<file path="src/rtl/xbus_seq.sv">
module xbus_seq #(
  parameter int ALE_W     = 2,
  parameter int HOLD_W    = 1,
  parameter int FETCH_LEN = 6,
  parameter int GAP_W     = 3,
  parameter int STB_W     = 6,
  parameter int REC_W     = 1
) (
  input  logic        clk,
  input  logic        rst_n,
  input  logic        req,
  input  logic [1:0]  kind,
  input  logic [23:0] addr,
  input  logic [7:0]  wdata,
  output logic        ready,
  output logic        done,
  output logic [7:0]  rdata,
  output logic        ale,
  output logic        psen_n,
  output logic        rd_n,
  output logic        wr_n,
  output logic [7:0]  ad_out,
  output logic        ad_oe,
  input  logic [7:0]  ad_in,
  output logic [7:0]  hi_port
);

  localparam int ADR_END  = ALE_W + HOLD_W;
  localparam int STB_BEG  = ALE_W + GAP_W;
  localparam int STB_END  = STB_BEG + STB_W;
  localparam int DATA_LEN = STB_END + REC_W;
  localparam int CW       = $clog2(DATA_LEN + 1);

  localparam logic [CW-1:0] P_ALE   = CW'(ALE_W);
  localparam logic [CW-1:0] P_ADR   = CW'(ADR_END);
  localparam logic [CW-1:0] P_FLAST = CW'(FETCH_LEN - 1);
  localparam logic [CW-1:0] P_SB    = CW'(STB_BEG);
  localparam logic [CW-1:0] P_SE    = CW'(STB_END);
  localparam logic [CW-1:0] P_SCAP  = CW'(STB_END - 1);
  localparam logic [CW-1:0] P_DLAST = CW'(DATA_LEN - 1);

  logic          busy;
  logic [1:0]    kind_q;
  logic [23:0]   addr_q;
  logic [7:0]    wd_q;
  logic [CW-1:0] ph;

  wire is_fetch = (kind_q == 2'b00);
  wire is_rd    = (kind_q == 2'b01);
  wire is_wr    = kind_q[1];
  wire last     = busy && (ph == (is_fetch ? P_FLAST : P_DLAST));
  wire start    = req && ready;
  wire capture  = busy && ((is_fetch && ph == P_FLAST) || (is_rd && ph == P_SCAP));
  wire in_ale   = busy && (ph < P_ALE);
  wire in_adr   = busy && (ph < P_ADR);
  wire stb_win  = busy && !is_fetch && (ph >= P_SB) && (ph < P_SE);

  assign ready   = !busy || last;
  assign ale     = in_ale;
  assign psen_n  = !(busy && is_fetch && (ph >= P_ADR));
  assign rd_n    = !(stb_win && is_rd);
  assign wr_n    = !(stb_win && is_wr);
  assign ad_oe   = in_adr || (busy && is_wr);
  assign ad_out  = in_adr ? addr_q[7:0] : ((busy && is_wr) ? wd_q : 8'h00);
  assign hi_port = !busy ? 8'h00 :
                   (!is_fetch && in_ale) ? addr_q[23:16] : addr_q[15:8];

  always_ff @(posedge clk or negedge rst_n) begin
    if (!rst_n) begin
      busy   <= 1'b0;
      kind_q <= 2'b00;
      addr_q <= '0;
      wd_q   <= '0;
      ph     <= '0;
      done   <= 1'b0;
      rdata  <= '0;
    end else begin
      done <= last;
      if (capture) rdata <= ad_in;
      if (start) begin
        busy   <= 1'b1;
        ph     <= '0;
        kind_q <= kind;
        addr_q <= addr;
        wd_q   <= wdata;
      end else if (last) begin
        busy <= 1'b0;
        ph   <= '0;
      end else if (busy) begin
        ph <= ph + 1'b1;
      end
    end
  end

endmodule

</file>
<file path="config.mk">
export PLATFORM = sky130hd
export DESIGN_NAME = xbus_seq
export DESIGN_NICKNAME = d
export VERILOG_FILES = /design/src/rtl/xbus_seq.sv
export SDC_FILE = /design/constraint.sdc
export NUM_CORES = 1
export LEC_CHECK = 0
export BUFFER_PORTS_ARGS = -buffer_cell sky130_fd_sc_hd__clkbuf_2
export CORE_MARGIN = 10
export CORE_UTILIZATION = 50
export DETAILED_ROUTE_END_ITERATION = 12
export PLACE_DENSITY = 0.82
export SLEW_MARGIN = 20
export SYNTH_ARGS = -nofsm -noshare
export SYNTH_HDL_FRONTEND = slang
export SYNTH_SLANG_ARGS = --single-unit
export TNS_END_PERCENT = 5
</file>
<file path="constraint.sdc">
create_clock -name clk -period 3.2 [get_ports clk]
set_input_delay 0.32 -clock clk [delete_from_list [all_inputs] [get_ports clk]]
set_output_delay 0.32 -clock clk [all_outputs]
set_load 0.02 [all_outputs]
</file>
==> metrics.txt, run 1 <==
status=complete, no violations; worst setup path startpoint=ph[1]$_DFFE_PN0P_; crit start category=register; first-pass GRT wire length=8210 um; Most used DFF post-synth=dfrtp_1; hold_buf cts=1; CTS buffer count=5; Sinks on Clock Net=48; Synthesis Warnings=0; crit path kind=reg2out; Post-DP HPWL=3990 um; die footprint=8010 um^2; Layout Nets=300; max cap viols=0; min-delay worst type=in2reg; Post-Syn Area=2410 um^2; Tightest Pin Transition=603 ps; Remaining Overflow, GRT=0; fin. max-slew vios=0; commonest cells after routing, fill and taps aside=clkbuf_2 (75), dfrtp_1 (48), mux2_4 (30), nor2_1 (14), mux2_2 (13); Vias/cell=5.27; Max IR drop VDD=0.000615 V; worst reg-to-reg setup slack=870 ps; cts repair resizes=0; clk_lat worst skew=290 ps; Slowest cell on crit path=dfrtp_1; IO Count=76; drt pass-1 iters=4; post-layout utilization of the core=0.619; Worst Skew=9.44 ps; Initial Utilization=0.515; largest cells by area after synthesis=dfrtp_1 (50%), mux2_4 (19%), mux2_2 (6.1%); number of synthesized flops with an enable pin=0; Placer Congestion=0.843; H-tree levels=2; unrepaired setup endpoints after global routing=no; vias after detailed routing=1612; largest net degree at the start of global routing=30; WP data required=2880 ps; PortBufs=75; Mean Syn Cell Area=13.6 um^2; f_max=0.393 GHz; Final Setup Violations=0; Routed Antenna Nets=0; Synth cell types=34; vias in the first global route=1738; Worst setup EP type=output port; antenna violations before repair=0; most common cell after layout, fill and taps aside=clkbuf_2; reg2reg path depth=5; routed len/inst=16.5 um; worst reg2reg path startpoint=ph[2]$_DFFE_PN0P_; PwrDens=1130 nW/um^2; post-synth top area share=0.497; Global Route Usage Sum=0.131; P&R area growth vs syn=20.3%; crit path cell chain=ha_1 > nor3_1 > and2_1 > a22o_1 > clkbuf_2; Hold Violations, Final=0; critical path arrival=2220 ps; reg2reg end=wd_q[0]$_DFFE_PN0P_; Leak=1.49 nW; drt total wl=5050 um; CP max stage delay=460 ps; Rows=25; die width=89.5 um; layout cells sized above 1=0.528; DIE HEIGHT=89.5 um; core area=4690 um^2; area leader, netlist=dfrtp_1; root buffer cell=clkbuf_8; clk slew on worst S/H paths=90 ps; post-CTS setup buffers=0; Tmin final=2540 ps; DRT iter0 DRCs=30; end of the critical path=ad_out[7]; period utilization=0.794; number of antenna diodes=0; Synth Net Count=226; Residual DRC=0; relative slew slack=0.596; CTS tree=yes; Mapped Cells=177; setup_tns=0 ps; CP Max Fanout=8; register area share after synthesis=0.497; Synth Register Bits=48; FFs w/ async S/R, synth=1.00; Longest Clk Path Bufs=2
==> where the power goes <==
part | internal, mW | leakage [nW] | switching [mW] | total (mW)
sequential | 0.911 | 0.578 | 0.238 | 1.15
combinational | 0.837 | 0.857 | 0.882 | 1.72
clock | 0.231 | 0.0541 | 0.193 | 0.424
total | 1.98 | 1.49 | 1.31 | 3.29
==> cells in the mapped netlist (2+ instances only) <==
master	count
dfrtp_1	48
mux2_4	30
nor2_1	14
mux2_2	13
a22o_1	8
mux2i_1	8
nand2_1	6
ha_1	4
inv_1	4
nand2b_1	4
nor3_1	4
o21ai_0	4
buf_12	3
clkbuf_1	3
buf_2	2
nand3_1	2
nand4b_1	2
xor2_1	2
==> per-stage QoR <==
stage	setup slack (ps)	instances	hold slack (ps)	instance area (um^2)	total power, mW
6_report	658	306	250	2900	3.29
2_1_floorplan	642	177	24.4	2410	2.46
4_1_cts	653	306	241	2900	3.34
3_3_place_gp	974	297	306	2780	2.85
3_5_place_dp	907	297	319	2780	2.90
5_1_grt	518	306	238	2900	3.52
==> metal layers <==
| metal | global-route usage | share of wire |
|---|---|---|
| met2 | 0.211 | 0.49 |
| met5 | 0 | 0 |
| met1 | 0.158 | 0.42 |
| met4 | 0.0390 | 0.0079 |
| met3 | 0.0492 | 0.086 |
==> layout make-up <==
class	count	area, um^2
Inverter	4	15.0
Sequential cell	48	1200
Clock inverter	3	42.5
Timing Repair Buffer	78	413
Multi-Input combinational cell	114	1100
Tap cell	54	67.6
Clock buffer	5	68.8
Fill cell	388	1790
==> cells by family after synthesis <==
kind of cell | count (synthesis) | synth area share
buf+inv | 15 | 0.0492
compound gates | 17 | 0.0570
simple gates | 40 | 0.0881
mux | 51 | 0.280
fa+ha+maj | 4 | 0.0207
xor+xnor | 2 | 0.00726
flops | 48 | 0.497
==> worst max-delay path: cells and delay by family, from the launching register on <==
family	cells	cell delay (ps)
adder cells (fa/ha/maj)	1	260
AO/OA/AOI/OAI	1	220
AND/OR/NAND/NOR	2	810
buffers and inverters	1	170
flip-flops	1	460
==> worst min-delay path by stage <==
stage | start | end | slack (ps) | depth (start not counted)
global placement | rst_n | rdata[3]$_DFFE_PN0P_ | 310 | 1
CTS | addr[3] | addr_q[3]$_DFFE_PN0P_ | 240 | 2
floorplan | rst_n | addr_q[0]$_DFFE_PN0P_ | 20 | 0
finish | addr[3] | addr_q[3]$_DFFE_PN0P_ | 250 | 2
global route | addr[13] | addr_q[13]$_DFFE_PN0P_ | 240 | 2
detailed placement | rst_n | rdata[3]$_DFFE_PN0P_ | 320 | 1
==> sequential cells by signal, indices dropped and copies added, names as in the netlist <==
signal and flops:
addr_q 24, kind_q 2, rdata 8, ph 4, done 1, busy 1, wd_q 8
No activity file was read; power rests on OpenSTA's default activity.
==> inputs of run 2 (changes only) <==
--- a/config.mk
+++ b/config.mk
@@ -7,9 +7,9 @@
 export LEC_CHECK = 0
 export BUFFER_PORTS_ARGS = -buffer_cell sky130_fd_sc_hd__clkbuf_2
 export CORE_MARGIN = 10
-export CORE_UTILIZATION = 50
+export CORE_UTILIZATION = 46
 export DETAILED_ROUTE_END_ITERATION = 12
-export PLACE_DENSITY = 0.82
+export PLACE_DENSITY = 0.8
 export SLEW_MARGIN = 20
 export SYNTH_ARGS = -nofsm -noshare
 export SYNTH_HDL_FRONTEND = slang
==> constraint.sdc (replaced) <==
create_clock -name clk -period 2.1 [get_ports clk]
set_input_delay 0.21 -clock clk [delete_from_list [all_inputs] [get_ports clk]]
set_output_delay 0.21 -clock clk [all_outputs]
set_load 0.02 [all_outputs]
==> run 2 against run 1 <==
Compared with the run above: largest power group unchanged; the run now ends with hold timing left; die area increased by 6.7%; cell count rose by 8.2%; sequential share of layout area down 2.2 points.
==> metrics.txt, run 2 (synthesized netlist as in run 1, its figures left out) <==
status=finished, violations left; failing checks=hold timing; placed cell count=320 (+7.7%); Residual DRC=0 (unchanged); worst path bufs/invs=2 (+1); WP data required=1890 ps (-990 ps); crit path kind=reg2out; Worst Hold Slack=-2.22 ps (-252 ps); DIE HEIGHT=92.5 um (+3.3%); Vias/cell=4.99 (-5.3%); Max IR drop VDD=0.000840 V (+37%); PortBufs=75 (unchanged); layout cells sized above 1=0.567 (+0.0393); Worst setup EP type=output port; drt pass-1 iters=4 (unchanged); root buffer cell=clkbuf_8; die footprint=8550 um^2 (+6.7%); routed len/inst=16.4 um (-0.44%); drt total wl=5440 um (+7.7%); Remaining Overflow, GRT=0 (unchanged); Layout Nets=309 (+3.0%); most flop-heavy register=addr_q; CP most frequent cell=buf_4; Rows=26 (+4.0%); Global Route Usage Sum=0.123 (-0.00776); clk_lat worst skew=290 ps (about the same); number of antenna diodes=0 (unchanged); CP Max Fanout=8 (unchanged); largest net degree at the start of global routing=49 (+63%); Final WS setup=30.7 ps (-627 ps); Routed Antenna Nets=0 (unchanged); fin. max-slew vios=0 (unchanged); clk slew on worst S/H paths=80 ps (about the same); Worst Skew=5.29 ps (-4.15 ps); DRT iter0 DRCs=85 (+180%); first-pass GRT wire length=8640 um (+5.2%); Initial Utilization=0.473 (-0.0419); antenna violations before repair=0 (unchanged); Final Setup Violations=0 (unchanged); vias after detailed routing=1652 (+2.5%); period utilization=0.985; most common cell after layout, fill and taps aside=clkbuf_2; commonest cells after routing, fill and taps aside=clkbuf_2 (59), dfrtp_1 (48), mux2_4 (30), buf_4 (21); Post-DP HPWL=4010 um (+0.61%); Placer Congestion=0.842 (-0.13%); min-delay worst type=in2async; critical path arrival=1860 ps (-360 ps); CP max stage delay=430 ps (-30 ps); Sinks on Clock Net=48 (unchanged); CTS buffer count=5 (unchanged); Non-Filler Instances=331 (+8.2%); vias in the first global route=1815 (+4.4%); Leak=1.56 nW (+4.5%); Tightest Pin Transition=589 ps (-14.5 ps); crit path cell chain=buf_4 > nor4b_4 > o21ai_4 > mux2i_1 > nor2_1 > buf_4; P&R area growth vs syn=27.1%; dpl ws=100 ps (-807 ps); relative slew slack=0.608 (+0.0111); PwrDens=1740 nW/um^2 (+54%); max cap viols=0 (unchanged); crit start category=register; largest registers=addr_q (24), rdata (8), wd_q (8); worst reg-to-reg setup slack=120 ps (-750 ps); H-tree levels=2 (unchanged); Hold Violations, Final=2 (+2); unrepaired setup endpoints after global routing=yes; CTS tree=yes; die width=92.5 um (+3.3%); IO Count=76 (unchanged); Longest Clk Path Bufs=2 (unchanged); max FFs per register=24 (unchanged); Tmin final=2070 ps; f_max=0.483 GHz; core area=5110 um^2 (+8.9%); Slowest cell on crit path=dfrtp_1; cell family with most CP delay=simple AND/OR/NAND/NOR gates
run 2: cell types whose count changed in the layout (fill, tap and decap cells not counted), sizes merged:
cell / previous run / this run
clkbuf: 80 / 66
dlygate4sd3: 1 / 0
bufinv: 1 / 0
clkinv: 1 / 0
buf: 2 / 28
run 2: power breakdown:
part           switching, mW  internal [mW]  total (mW)  leakage, nW
logic                   1.48           1.57        3.05        0.934
clock network          0.292          0.268       0.559       0.0445
registers              0.343           1.39        1.73        0.578
run 2: path summary, 6_finish.rpt:
path / endpoint / startpoint / cells past startpoint
setup / recovery: hi_port[3] / ph[1]$_DFFE_PN0P_ / 6
hold / removal: rdata[7]$_DFFE_PN0P_ / rst_n / 2
setup reg to reg: rdata[0]$_DFFE_PN0P_ / ph[1]$_DFFE_PN0P_ / 5
hold reg to reg: rdata[1]$_DFFE_PN0P_ / rdata[1]$_DFFE_PN0P_ / 1
max in group asynchronous: wd_q[0]$_DFFE_PN0P_ / rst_n / 2
min in group clk: addr_q[8]$_DFFE_PN0P_ / addr[8] / 2
run 2: layout make-up:
cell class              count  area (um^2)
multi-input cells         114         1140
fillers                   416         2040
repair buffers             87          531
clock buffers               7         86.3
well taps                  70         87.6
inverters                   4         15.0
flip-flops and latches     48         1200
clock inverters             1         7.51
run 2: layer usage:
metal	vias to the layer above	GRT usage	share of wire
li1	789	-	-
met2	59	0.203	0.48
met5	-	0	0
met3	10	0.0500	0.077
met1	794	0.142	0.42
met4	0	0.0398	0.017
run 2: timing repair:
action / in CTS / in global routing
setup buffers: 0 / 3
hold buffers: 0 / 0
endpoints found under the setup margin: 17 / 17
pin swaps: 0 / 4
resized for setup: 7 / 34
run 2: through the flow:
stage	setup TNS [ps]	instance area, um^2	utilization	power (mW)
global route	-655	3070	0.601	5.71
global placement	0	2870	0.563	4.46
floorplan	-2.02	2420	-	3.76
detailed placement	0	2870	0.563	4.54
finish	0	3070	0.601	5.34
CTS	-0.918	2990	0.586	5.17
